<file path="src/rtl/srv_pkg.sv">
package srv_pkg;
  typedef enum logic [1:0] {
    ST_IDLE  = 2'd0,
    ST_TRACK = 2'd1,
    ST_AVG   = 2'd2,
    ST_DONE  = 2'd3
  } srv_state_e;
endpackage

</file>
<file path="src/rtl/srv_stepper.sv">
module srv_stepper #(
  parameter int DAC_W  = 12,
  parameter int STEP_W = 8
) (
  input  logic              clk,
  input  logic              rst_n,
  input  logic              load,
  input  logic [DAC_W-1:0]  init_word,
  input  logic              step_en,
  input  logic              go_up,
  input  logic [STEP_W-1:0] inc,
  input  logic [STEP_W-1:0] dec,
  output logic [DAC_W-1:0]  word
);
  localparam int SUM_W = DAC_W + 1;
  localparam logic [DAC_W-1:0] WORD_MAX = {DAC_W{1'b1}};

  logic [DAC_W-1:0] word_q, word_d;
  logic [SUM_W-1:0] sum_up;
  logic [DAC_W-1:0] dec_ext;

  always_comb begin
    sum_up  = {1'b0, word_q} + SUM_W'(inc);
    dec_ext = DAC_W'(dec);
    word_d  = word_q;
    if (load) begin
      word_d = init_word;
    end else if (step_en) begin
      if (go_up) begin
        word_d = sum_up[DAC_W] ? WORD_MAX : sum_up[DAC_W-1:0];
      end else begin
        word_d = (word_q < dec_ext) ? '0 : (word_q - dec_ext);
      end
    end
  end

  always_ff @(posedge clk or negedge rst_n) begin
    if (!rst_n) word_q <= '0;
    else        word_q <= word_d;
  end

  assign word = word_q;
endmodule

</file>
<file path="src/rtl/srv_reversal.sv">
module srv_reversal #(
  parameter int REV_W = 6
) (
  input  logic             clk,
  input  logic             rst_n,
  input  logic             clr,
  input  logic             step_en,
  input  logic             go_up,
  input  logic [REV_W-1:0] target,
  output logic             hit
);
  logic             prev_up_q, prev_up_d;
  logic             seen_q, seen_d;
  logic [REV_W-1:0] run_q, run_d;
  logic             flip;
  logic [REV_W:0]   run_next;

  always_comb begin
    flip      = step_en && seen_q && (go_up != prev_up_q);
    run_next  = {1'b0, run_q} + 1'b1;
    hit       = flip && (run_next >= {1'b0, target});
    prev_up_d = prev_up_q;
    seen_d    = seen_q;
    run_d     = run_q;
    if (clr) begin
      prev_up_d = 1'b0;
      seen_d    = 1'b0;
      run_d     = '0;
    end else if (step_en) begin
      prev_up_d = go_up;
      seen_d    = 1'b1;
      if (!flip)     run_d = '0;
      else if (!hit) run_d = run_next[REV_W-1:0];
    end
  end

  always_ff @(posedge clk or negedge rst_n) begin
    if (!rst_n) begin
      prev_up_q <= 1'b0;
      seen_q    <= 1'b0;
      run_q     <= '0;
    end else begin
      prev_up_q <= prev_up_d;
      seen_q    <= seen_d;
      run_q     <= run_d;
    end
  end
endmodule

</file>
<file path="src/rtl/srv_averager.sv">
module srv_averager #(
  parameter int DAC_W = 12,
  parameter int EXP_W = 4
) (
  input  logic             clk,
  input  logic             rst_n,
  input  logic             clr,
  input  logic             en,
  input  logic [DAC_W-1:0] word,
  input  logic [EXP_W-1:0] exp_p,
  output logic             last,
  output logic [DAC_W-1:0] level
);
  localparam int MAXP   = (1 << EXP_W) - 1;
  localparam int ACC_W  = DAC_W + MAXP;
  localparam int SCNT_W = MAXP + 1;

  logic [ACC_W-1:0]  acc_q, acc_d, sum;
  logic [SCNT_W-1:0] scnt_q, scnt_d, limit;
  logic [DAC_W-1:0]  level_q, level_d;

  always_comb begin
    limit   = (SCNT_W'(1) << exp_p) - SCNT_W'(1);
    last    = (scnt_q == limit);
    sum     = acc_q + ACC_W'(word);
    acc_d   = acc_q;
    scnt_d  = scnt_q;
    level_d = level_q;
    if (clr) begin
      acc_d   = '0;
      scnt_d  = '0;
      level_d = '0;
    end else if (en) begin
      acc_d = sum;
      if (last) level_d = DAC_W'(sum >> exp_p);
      else      scnt_d  = scnt_q + 1'b1;
    end
  end

  always_ff @(posedge clk or negedge rst_n) begin
    if (!rst_n) begin
      acc_q   <= '0;
      scnt_q  <= '0;
      level_q <= '0;
    end else begin
      acc_q   <= acc_d;
      scnt_q  <= scnt_d;
      level_q <= level_d;
    end
  end

  assign level = level_q;
endmodule

</file>
<file path="src/rtl/servo_level_tracker.sv">
module servo_level_tracker
  import srv_pkg::*;
#(
  parameter int CODE_W = 8,
  parameter int DAC_W  = 12,
  parameter int STEP_W = 8,
  parameter int REV_W  = 6,
  parameter int EXP_W  = 4
) (
  input  logic              clk,
  input  logic              rst_n,
  input  logic              start,
  input  logic [DAC_W-1:0]  init_word,
  input  logic [CODE_W-1:0] ref_code,
  input  logic [STEP_W-1:0] step_up,
  input  logic [STEP_W-1:0] step_dn,
  input  logic [REV_W-1:0]  rev_target,
  input  logic [EXP_W-1:0]  avg_exp,
  input  logic [CODE_W-1:0] adc_code,
  output logic [DAC_W-1:0]  dac_word,
  output logic              settled,
  output logic              level_valid,
  output logic [DAC_W-1:0]  level,
  output logic              busy
);
  srv_state_e        st_q, st_d;
  logic [CODE_W-1:0] ref_q;
  logic [STEP_W-1:0] inc_q, dec_q;
  logic [REV_W-1:0]  tgt_q;
  logic [EXP_W-1:0]  exp_q;
  logic              settled_q, settled_d;
  logic              valid_q, valid_d;
  logic              running, step_en, go_up, hit, last, avg_en;

  always_ff @(posedge clk or negedge rst_n) begin
    if (!rst_n) begin
      ref_q <= '0;
      inc_q <= '0;
      dec_q <= '0;
      tgt_q <= '0;
      exp_q <= '0;
    end else if (start) begin
      ref_q <= ref_code;
      inc_q <= step_up;
      dec_q <= step_dn;
      tgt_q <= rev_target;
      exp_q <= avg_exp;
    end
  end

  always_comb begin
    running = (st_q == ST_TRACK) || (st_q == ST_AVG);
    step_en = running && !start;
    go_up   = (adc_code < ref_q);
    avg_en  = (st_q == ST_AVG) && !start;
  end

  always_comb begin
    st_d      = st_q;
    settled_d = settled_q;
    valid_d   = valid_q;
    if (start) begin
      st_d      = ST_TRACK;
      settled_d = 1'b0;
      valid_d   = 1'b0;
    end else begin
      unique case (st_q)
        ST_TRACK: if (hit) begin
          st_d      = ST_AVG;
          settled_d = 1'b1;
        end
        ST_AVG: if (last) begin
          st_d    = ST_DONE;
          valid_d = 1'b1;
        end
        default: st_d = st_q;
      endcase
    end
  end

  always_ff @(posedge clk or negedge rst_n) begin
    if (!rst_n) begin
      st_q      <= ST_IDLE;
      settled_q <= 1'b0;
      valid_q   <= 1'b0;
    end else begin
      st_q      <= st_d;
      settled_q <= settled_d;
      valid_q   <= valid_d;
    end
  end

  srv_stepper #(.DAC_W(DAC_W), .STEP_W(STEP_W)) u_stepper (
    .clk       (clk),
    .rst_n     (rst_n),
    .load      (start),
    .init_word (init_word),
    .step_en   (step_en),
    .go_up     (go_up),
    .inc       (inc_q),
    .dec       (dec_q),
    .word      (dac_word)
  );

  srv_reversal #(.REV_W(REV_W)) u_reversal (
    .clk     (clk),
    .rst_n   (rst_n),
    .clr     (start),
    .step_en (step_en),
    .go_up   (go_up),
    .target  (tgt_q),
    .hit     (hit)
  );

  srv_averager #(.DAC_W(DAC_W), .EXP_W(EXP_W)) u_averager (
    .clk   (clk),
    .rst_n (rst_n),
    .clr   (start),
    .en    (avg_en),
    .word  (dac_word),
    .exp_p (exp_q),
    .last  (last),
    .level (level)
  );

  assign settled     = settled_q;
  assign level_valid = valid_q;
  assign busy        = running;
endmodule

</file>
<file path="config.mk">
export PLATFORM = sky130hd
export DESIGN_NAME = servo_level_tracker
export DESIGN_NICKNAME = d
export VERILOG_FILES = /design/src/rtl/srv_pkg.sv /design/src/rtl/srv_stepper.sv /design/src/rtl/srv_reversal.sv /design/src/rtl/srv_averager.sv /design/src/rtl/servo_level_tracker.sv
export SDC_FILE = /design/constraint.sdc
export NUM_CORES = 1
export LEC_CHECK = 0
export BUFFER_PORTS_ARGS = -buffer_cell sky130_fd_sc_hd__buf_2
export CAP_MARGIN = 20
export CORE_ASPECT_RATIO = 2
export CORE_MARGIN = 5
export CORE_UTILIZATION = 40
export CTS_CLUSTER_DIAMETER = 150
export DETAILED_ROUTE_END_ITERATION = 7
export PLACE_DENSITY_LB_ADDON = 0.08
export SLEW_MARGIN = 20
export SYNTH_ARGS = -nofsm -noshare
export SYNTH_HDL_FRONTEND = slang
export SYNTH_SLANG_ARGS = --single-unit
</file>
<file path="constraint.sdc">
create_clock -name clk -period 9.56 [get_ports clk]
set_input_delay 0.956 -clock clk [delete_from_list [all_inputs] [get_ports clk]]
set_output_delay 0.956 -clock clk [all_outputs]
set_load 0.01 [all_outputs]
</file>
==> flow_summary_export.csv, run 1 <==
group,metric,value,unit
sta,finalSetupViolations,0,
sta,min_period,4.18,ns
clock_tree,postCtsHoldBufs,0,
floorplanning,rows,77,
floorplanning,dieArea,25600,sq um
finish,register_area,2830,sq um
global_routing,grt-ovfl-total,0,
synth,synth.area.top_cells,"dfrtp_1 32%, ha_1 6.5%, xnor2_1 4.2%",
sta,max_freq,0.239,GHz
synth,ys_types,91,
clock_tree,cts_max_path_buffers,2,
floorplanning,dieWidth,116,microns
finish,multi_input_area,5650,sq um
clock_tree,ctsHtreeMaxLevel,4,
clock_tree,clkSinkCount,113,
setup_path,arrival,4.55,ns
synth,synth_area_leader_cell,"dfrtp_1",
finish,layout.nets,1179,
clock_tree,cts_tree,"built",
finish,diodes,0,
run,drv_cap,0,
setup_path,startpoint_type,"flop",
synth,async_flop_share,100,%
sta,hold_viol,0,
power_and_ir_drop,p_leak,4.42,nW
clock_tree,clock_latency,0.45,ns
global_routing,antenna_found_initial,0,
clock_tree,postCtsSetupBuffers,0,
finish,drive_above_1_share,17.7,%
sta,maxSlewViolCount,0,
synth,postSynthAreaPerCell,8.73,sq um
detailed_routing,drtPass1Iterations,5,
global_routing,grt_max_degree,75,
synth,yosysSeqAreaShare,31.7,%
sta,rsz0062_at_grt,"no",
setup_path,cp_max_fo,42,
setup_path,cp_data_required_time,9.92,ns
detailed_routing,antenna_left,0,
floorplanning,io_pins,84,
hold_path,min_from,"u_reversal.seen_q",
sta,slew_headroom,34.0,%
finish,fin_area,10100,sq um
clock_tree,cts_buffers,17,
power_and_ir_drop,p_total,0.00205,W
sta,finalSetupTns,0,ns
floorplanning,core-area,22100,sq um
finish,final_cells,1362,
synth,syn_nets,1128,
synth,netlist_area,8920,sq um
detailed_routing,avgRoutedWirePerCell,21.7,microns
placed_design,portBuffers,83,
synth,synthTopCellsByCount,"113 x dfrtp_1, 96 x nand2_1, 88 x nor2_1",
global_routing,grt_first_pass_wirelength,46.6,mm
run_status,status,"complete, no violations",
sta,post-route-period-util,43.7,%
detailed_routing,drt-initial-drc-count,377,
synth,synth_edf_count,0,
setup_path,crit_path_end_kind,"flop",
placed_design,hpwl,22.5,mm
finish,final_util,45.9,%
setup_path,crit_chain,"buf_4, nor2_1, nand2_1, ha_1, nand2_1, a2111oi_0, or4_1, nor4_1, nand4_1, nor3_2, nand2_2, o31a_1, o21ai_0",
detailed_routing,wl,29.5,mm
placed_design,place_congestion,0.875,
synth,synth_ff_type,"dfrtp_1",
setup_path,crit_path_max_incr_delay,0.59,ns
clock_tree,cts_resized,0,
setup_path,slowest_stage,"or4_1",
power_and_ir_drop,powerDensity,202,nW/um^2
clock_tree,path_clk_slew,0.05,ns
setup_path,path_class,"reg2reg",
sta,worst_pin_slew,0.989,ns
detailed_routing,dr_total_vias,8085,
global_routing,globalRouteTotalUtil,23.9,%
synth,yosysWarnings,0,
global_routing,grt_pass1_vias,8565,
sta,fin_skew,0.0104,ns
setup_path,cpMostUsedCell,"nand2_1",
power_and_ir_drop,max-vdd-ir-drop,0.000159,V
synth,ys_ff_latch,113,
detailed_routing,drc,0,
finish,area_growth,13.5,%
hold_path,min_path_type,"reg2reg",
floorplanning,fp.dieH,221,microns
clock_tree,root_buffer,"clkbuf_16",
setup_path,crit_start,"exp_q[1]",
finish,fillerInstances,2239,
floorplanning,initial_utilization,40.4,%
synth,yosysMostFrequentCell,"dfrtp_1",
placed_design,placed_area,9510,sq um
detailed_routing,drt-vias-per-instance,5.94,
synth,synth_top_area_share,31.7,%
placed_design,place_inst,1330,
setup_path,timing.rr.start,"exp_q[1]",
synth,synth_cells,1022,
[critical path: cells and delay by family, from the launching register on]
kind                     cells  cell delay, ns
flip-flops                   1            0.36
buffers and inverters        1            0.27
AO/OA/AOI/OAI                3            0.53
AND/OR/NAND/NOR              8            2.50
adder cells (fa/ha/maj)      1            0.41
[final cells by class]
type / count / share of cell area, %
inverter: 46 / 1.71
timing repair buffer: 95 / 5.04
tap: 276 / 3.41
sequential: 113 / 27.9
multi-input combinational: 800 / 55.8
clock buffer: 23 / 4.82
clock inverter: 9 / 1.27
[routing by layer]
| metal | vias to the layer above | wire, microns | GRT usage, % |
|---|---|---|---|
| met1 | 3913 | 9600 | 21.9 |
| met2 | 214 | 16600 | 44.8 |
| met3 | 111 | 1040 | 4.51 |
| li1 | 3847 | - | - |
| met4 | 0 | 2250 | 17.2 |
| met5 | - | 0 | 0 |
[report_power, final]
part           internal, W  switching (W)
logic             0.000321       0.000471
registers         0.000517      0.0000670
clock network     0.000435       0.000238
[metrics by stage]
stage                     worst slack (ns)  hold WS [ns]
after floorplan                       5.90         0.451
after global placement                5.38         0.463
after detailed placement              5.39         0.471
after CTS                             5.42         0.483
after global routing                  4.99         0.512
final                                 5.38         0.478
[layout by cell type (no fill, tap or decap), types with 31 or more instances in the layout]
master and instances:
o21ai_0 63, inv_1 43, dfrtp_1 113, ha_1 46
a21oi_1 44, nor2_1 88, xnor2_1 43, nand2_1 96
buf_2 81, xor2_1 31
[cell families (layout without fill, tap and decap cells)]
logic type / after synthesis / after routing / share of synthesized area [%]
AO/OA/AOI/OAI: 313 / 313 / 24.9
multiplexers: 45 / 45 / 6.44
XOR/XNOR: 75 / 75 / 7.45
AND/OR/NAND/NOR: 318 / 318 / 17.4
adder cells (fa/ha/maj): 49 / 49 / 7.12
flip-flops: 113 / 113 / 31.7
buffers and inverters: 109 / 173 / 4.98
[sequential cells by signal (all words and copies together), names as in the netlist, 8 cells and up]
name	flops
u_averager.acc_q	27
u_averager.scnt_q	16
u_averager.level	12
u_stepper.word	12
dec_q	8
inc_q	8
ref_q	8
[path summary, 6_finish.rpt]
check                                  endpoint  slack (ns)  cells after the start
setup / recovery            u_averager.level[9]        5.38                     13
hold / removal                u_reversal.seen_q        0.48                      1
setup reg to reg            u_averager.level[9]        5.38                     13
hold reg to reg               u_reversal.seen_q        0.48                      1
max in group asynchronous              exp_q[0]        7.71                      2
min in group asynchronous  u_averager.acc_q[16]        0.64                      1
(Power assumes the default switching activity.)
==> inputs of run 2 (changes only) <==
==> constraint.sdc (replaced) <==
create_clock -name clk -period 3.7 [get_ports clk]
set_input_delay 0.37 -clock clk [delete_from_list [all_inputs] [get_ports clk]]
set_output_delay 0.37 -clock clk [all_outputs]
set_load 0.01 [all_outputs]
==> run 2 against run 1 <==
Net effect: register-to-register slack worse by 5.2 ns; routed wire length is 3.8% higher; largest cell class unchanged; largest power group unchanged; sequential power grew to 2.5 times the previous value; worst hold slack worse by 0.34 ns; global-route usage is 0.91 points higher; combinational power grew to 2.8 times the previous value; power grew to 2.6 times the previous value; flip-flop and latch count stayed put; clock power grew to 2.6 times the previous value; clock-buffer cell count is 5 lower; via count is 3.1% higher; final cell count is 3.3% higher.
==> flow_summary_export.csv, run 2 (same netlist as run 1, synthesis figures left out) <==
group,metric,value,unit
sta,max_freq,0.283,GHz
hold_path,whs_path_depth,3,
setup_path,crit_path_end_kind,"flop",
setup_path,cpLargestDelayFamily,"compound AO/OA/AOI/OAI gates",
finish,regMostFlops,"u_averager.acc_q",
sta,post-route-period-util,95.4,%
detailed_routing,dr_total_vias,8335,
placed_design,hpwl,23.9,mm
sta,fin_skew,0.00793,ns
floorplanning,dieArea,25600,sq um
placed_design,pre_cts_slack,0.0646,ns
finish,largest_reg_flops,27,
setup_path,rrSetupSlack,0.17,ns
finish,area_growth,17.8,%
finish,diodes,0,
run,drv_cap,0,
power_and_ir_drop,seq_power_share,27.1,%
floorplanning,rows,77,
clock_tree,ctsHtreeMaxLevel,4,
setup_path,cp_num_buf_inv,0,
clock_tree,cts_buffers,17,
finish,final_cell_mix,"112 x dfrtp_1, 96 x nand2_1, 88 x nor2_1",
sta,holdWs,0.138,ns
clock_tree,path_clk_slew,0.06,ns
setup_path,r2r-end,"u_averager.level[7]",
placed_design,place_inst,1374,
sta,hold_viol,0,
power_and_ir_drop,max-vdd-ir-drop,0.000449,V
clock_tree,root_buffer,"clkbuf_16",
sta,finalSetupTns,0,ns
finish,fin_area,10500,sq um
floorplanning,core-area,22100,sq um
setup_path,cp_data_required_time,4.03,ns
placed_design,place_congestion,0.905,
setup_path,rr_worst_depth,10,
floorplanning,fp.dieH,221,microns
detailed_routing,drt-initial-drc-count,423,
global_routing,grt_max_degree,67,
setup_path,cp_max_fo,9,
clock_tree,clock_latency,0.44,ns
setup_path,startpoint_type,"flop",
finish,layout.nets,1224,
sta,finalSetupViolations,0,
global_routing,grt_pass1_vias,8865,
sta,maxSlewViolCount,0,
finish,final_common_cell,"dfrtp_1",
setup_path,path_class,"reg2reg",
global_routing,grt_first_pass_wirelength,48.2,mm
global_routing,antenna_found_initial,0,
clock_tree,cts_max_path_buffers,2,
clock_tree,postCtsSetupBuffers,0,
floorplanning,initial_utilization,40.4,%
finish,largestRegisters,"u_averager.acc_q: 27 flops, u_averager.scnt_q: 16 flops",
run_status,status,"complete, no violations",
detailed_routing,drc,0,
hold_path,min_from,"step_dn[6]",
detailed_routing,drt-vias-per-instance,5.92,
global_routing,globalRouteTotalUtil,24.8,%
setup_path,crit_chain,"ha_1, a21oi_2, o21ai_1, a2111oi_2, nor3_1, xnor2_2, mux2i_1, mux2_2, mux4_2, a22o_1",
power_and_ir_drop,intPower,0.00337,W
finish,drive_above_1_share,21.6,%
sta,worst_pin_slew,0.671,ns
floorplanning,io_pins,84,
finish,final_cells,1407,
power_and_ir_drop,swShare,37.4,%
sta,fin_ws,0.172,ns
power_and_ir_drop,clock_power_share,32.3,%
sta,min_period,3.53,ns
clock_tree,cts_tree,"built",
setup_path,slowest_stage,"a2111oi_2",
detailed_routing,wl,30.6,mm
power_and_ir_drop,power_switching,0.00202,W
sta,slew_headroom,55.0,%
hold_path,min_path_type,"in2reg",
sta,rsz0062_at_grt,"yes",
detailed_routing,drtPass1Iterations,7,
power_and_ir_drop,powerDensity,513,nW/um^2
global_routing,grt-ovfl-total,0,
placed_design,portBuffers,83,
clock_tree,clkSinkCount,113,
placed_design,placed_area,9850,sq um
power_and_ir_drop,power_frac_comb,40.6,%
hold_path,whs_endpoint,"dec_q[6]",
floorplanning,dieWidth,116,microns
detailed_routing,avgRoutedWirePerCell,21.8,microns
setup_path,crit_path_max_incr_delay,0.53,ns
detailed_routing,antenna_left,0,
power_and_ir_drop,p_leak,4.63,nW
setup_path,arrival,3.85,ns
setup_path,timing.rr.start,"u_stepper.word[6]",
## run 2: changes by cell type in the layout (fill, tap and decap cells not counted), sizes merged
cell         previous run  this run
buf                    95       139
clkbuf                 23        18
clkinvlp                2         6
bufinv                  3         4
clkinv                  6         5
dlygate4sd3             0         1
inv                    44        45
## run 2: worst max-delay path by stage
| stage | slack [ns] | to | from | depth (start not counted) |
|---|---|---|---|---|
| 2_1_floorplan | 0.04 | u_averager.scnt_q[10] | exp_q[0] | 17 |
| 3_3_place_gp | 0.11 | u_averager.level[7] | u_stepper.word[6] | 10 |
| 3_5_place_dp | 0.06 | u_averager.level[7] | u_stepper.word[6] | 10 |
| 4_1_cts | 0.04 | u_averager.level[7] | u_stepper.word[4] | 10 |
| 5_1_grt | -0.003 | u_averager.level[7] | u_stepper.word[6] | 10 |
| 6_report | 0.17 | u_averager.level[7] | u_stepper.word[6] | 10 |
## run 2: worst reg2reg max path: stages, from the launching register on
cell and delay [ns]:
dfrtp_1 0.47, ha_1 0.48, a21oi_2 0.28, o21ai_1 0.15, a2111oi_2 0.53, nor3_1 0.14, xnor2_2 0.27, mux2i_1 0.14
mux2_2 0.30, mux4_2 0.46, a22o_1 0.20
## run 2: layout make-up
type / instances / area [sq um]
Fill cell: 2228 / 11600
Multi-Input combinational cell: 800 / 5680
Sequential cell: 113 / 2830
Timing Repair Buffer: 140 / 863
Clock buffer: 18 / 429
Tap cell: 276 / 345
Clock inverter: 14 / 189
Inverter: 46 / 173
## run 2: through the flow
stage | util [%] | total power (W)
after global placement | 44.6 | 0.00367
final | 47.6 | 0.00539
after floorplan | - | 0.00293
after global routing | 47.6 | 0.00574
after CTS | 47.5 | 0.00544
after detailed placement | 44.6 | 0.00367
## run 2: power groups by stage
| stage | clock network, W | logic, W | registers [W] |
|---|---|---|---|
| 4_1_cts | 0.00179 | 0.00220 | 0.00146 |
| 6_report | 0.00174 | 0.00219 | 0.00146 |
| 2_1_floorplan | 0 | 0.00146 | 0.00147 |
| 3_5_place_dp | 0 | 0.00219 | 0.00148 |
| 5_1_grt | 0.00184 | 0.00242 | 0.00148 |
| 3_3_place_gp | 0 | 0.00219 | 0.00148 |
## run 2: timing repair
item	in CTS	in global routing
setup endpoints to repair	0	8
endpoints found under the hold margin	32	0
hold buffers	1	0
gates resized for setup	0	7
## run 2: layer usage
layer  GRT usage, %  part of all wire (%)  vias to the layer above
met5              0                     0                        -
met4           16.8                   7.4                        0
met3           4.24                   3.1                      126
met2           47.3                    57                      236
met1           22.8                    32                     4038
li1               -                     -                     3935
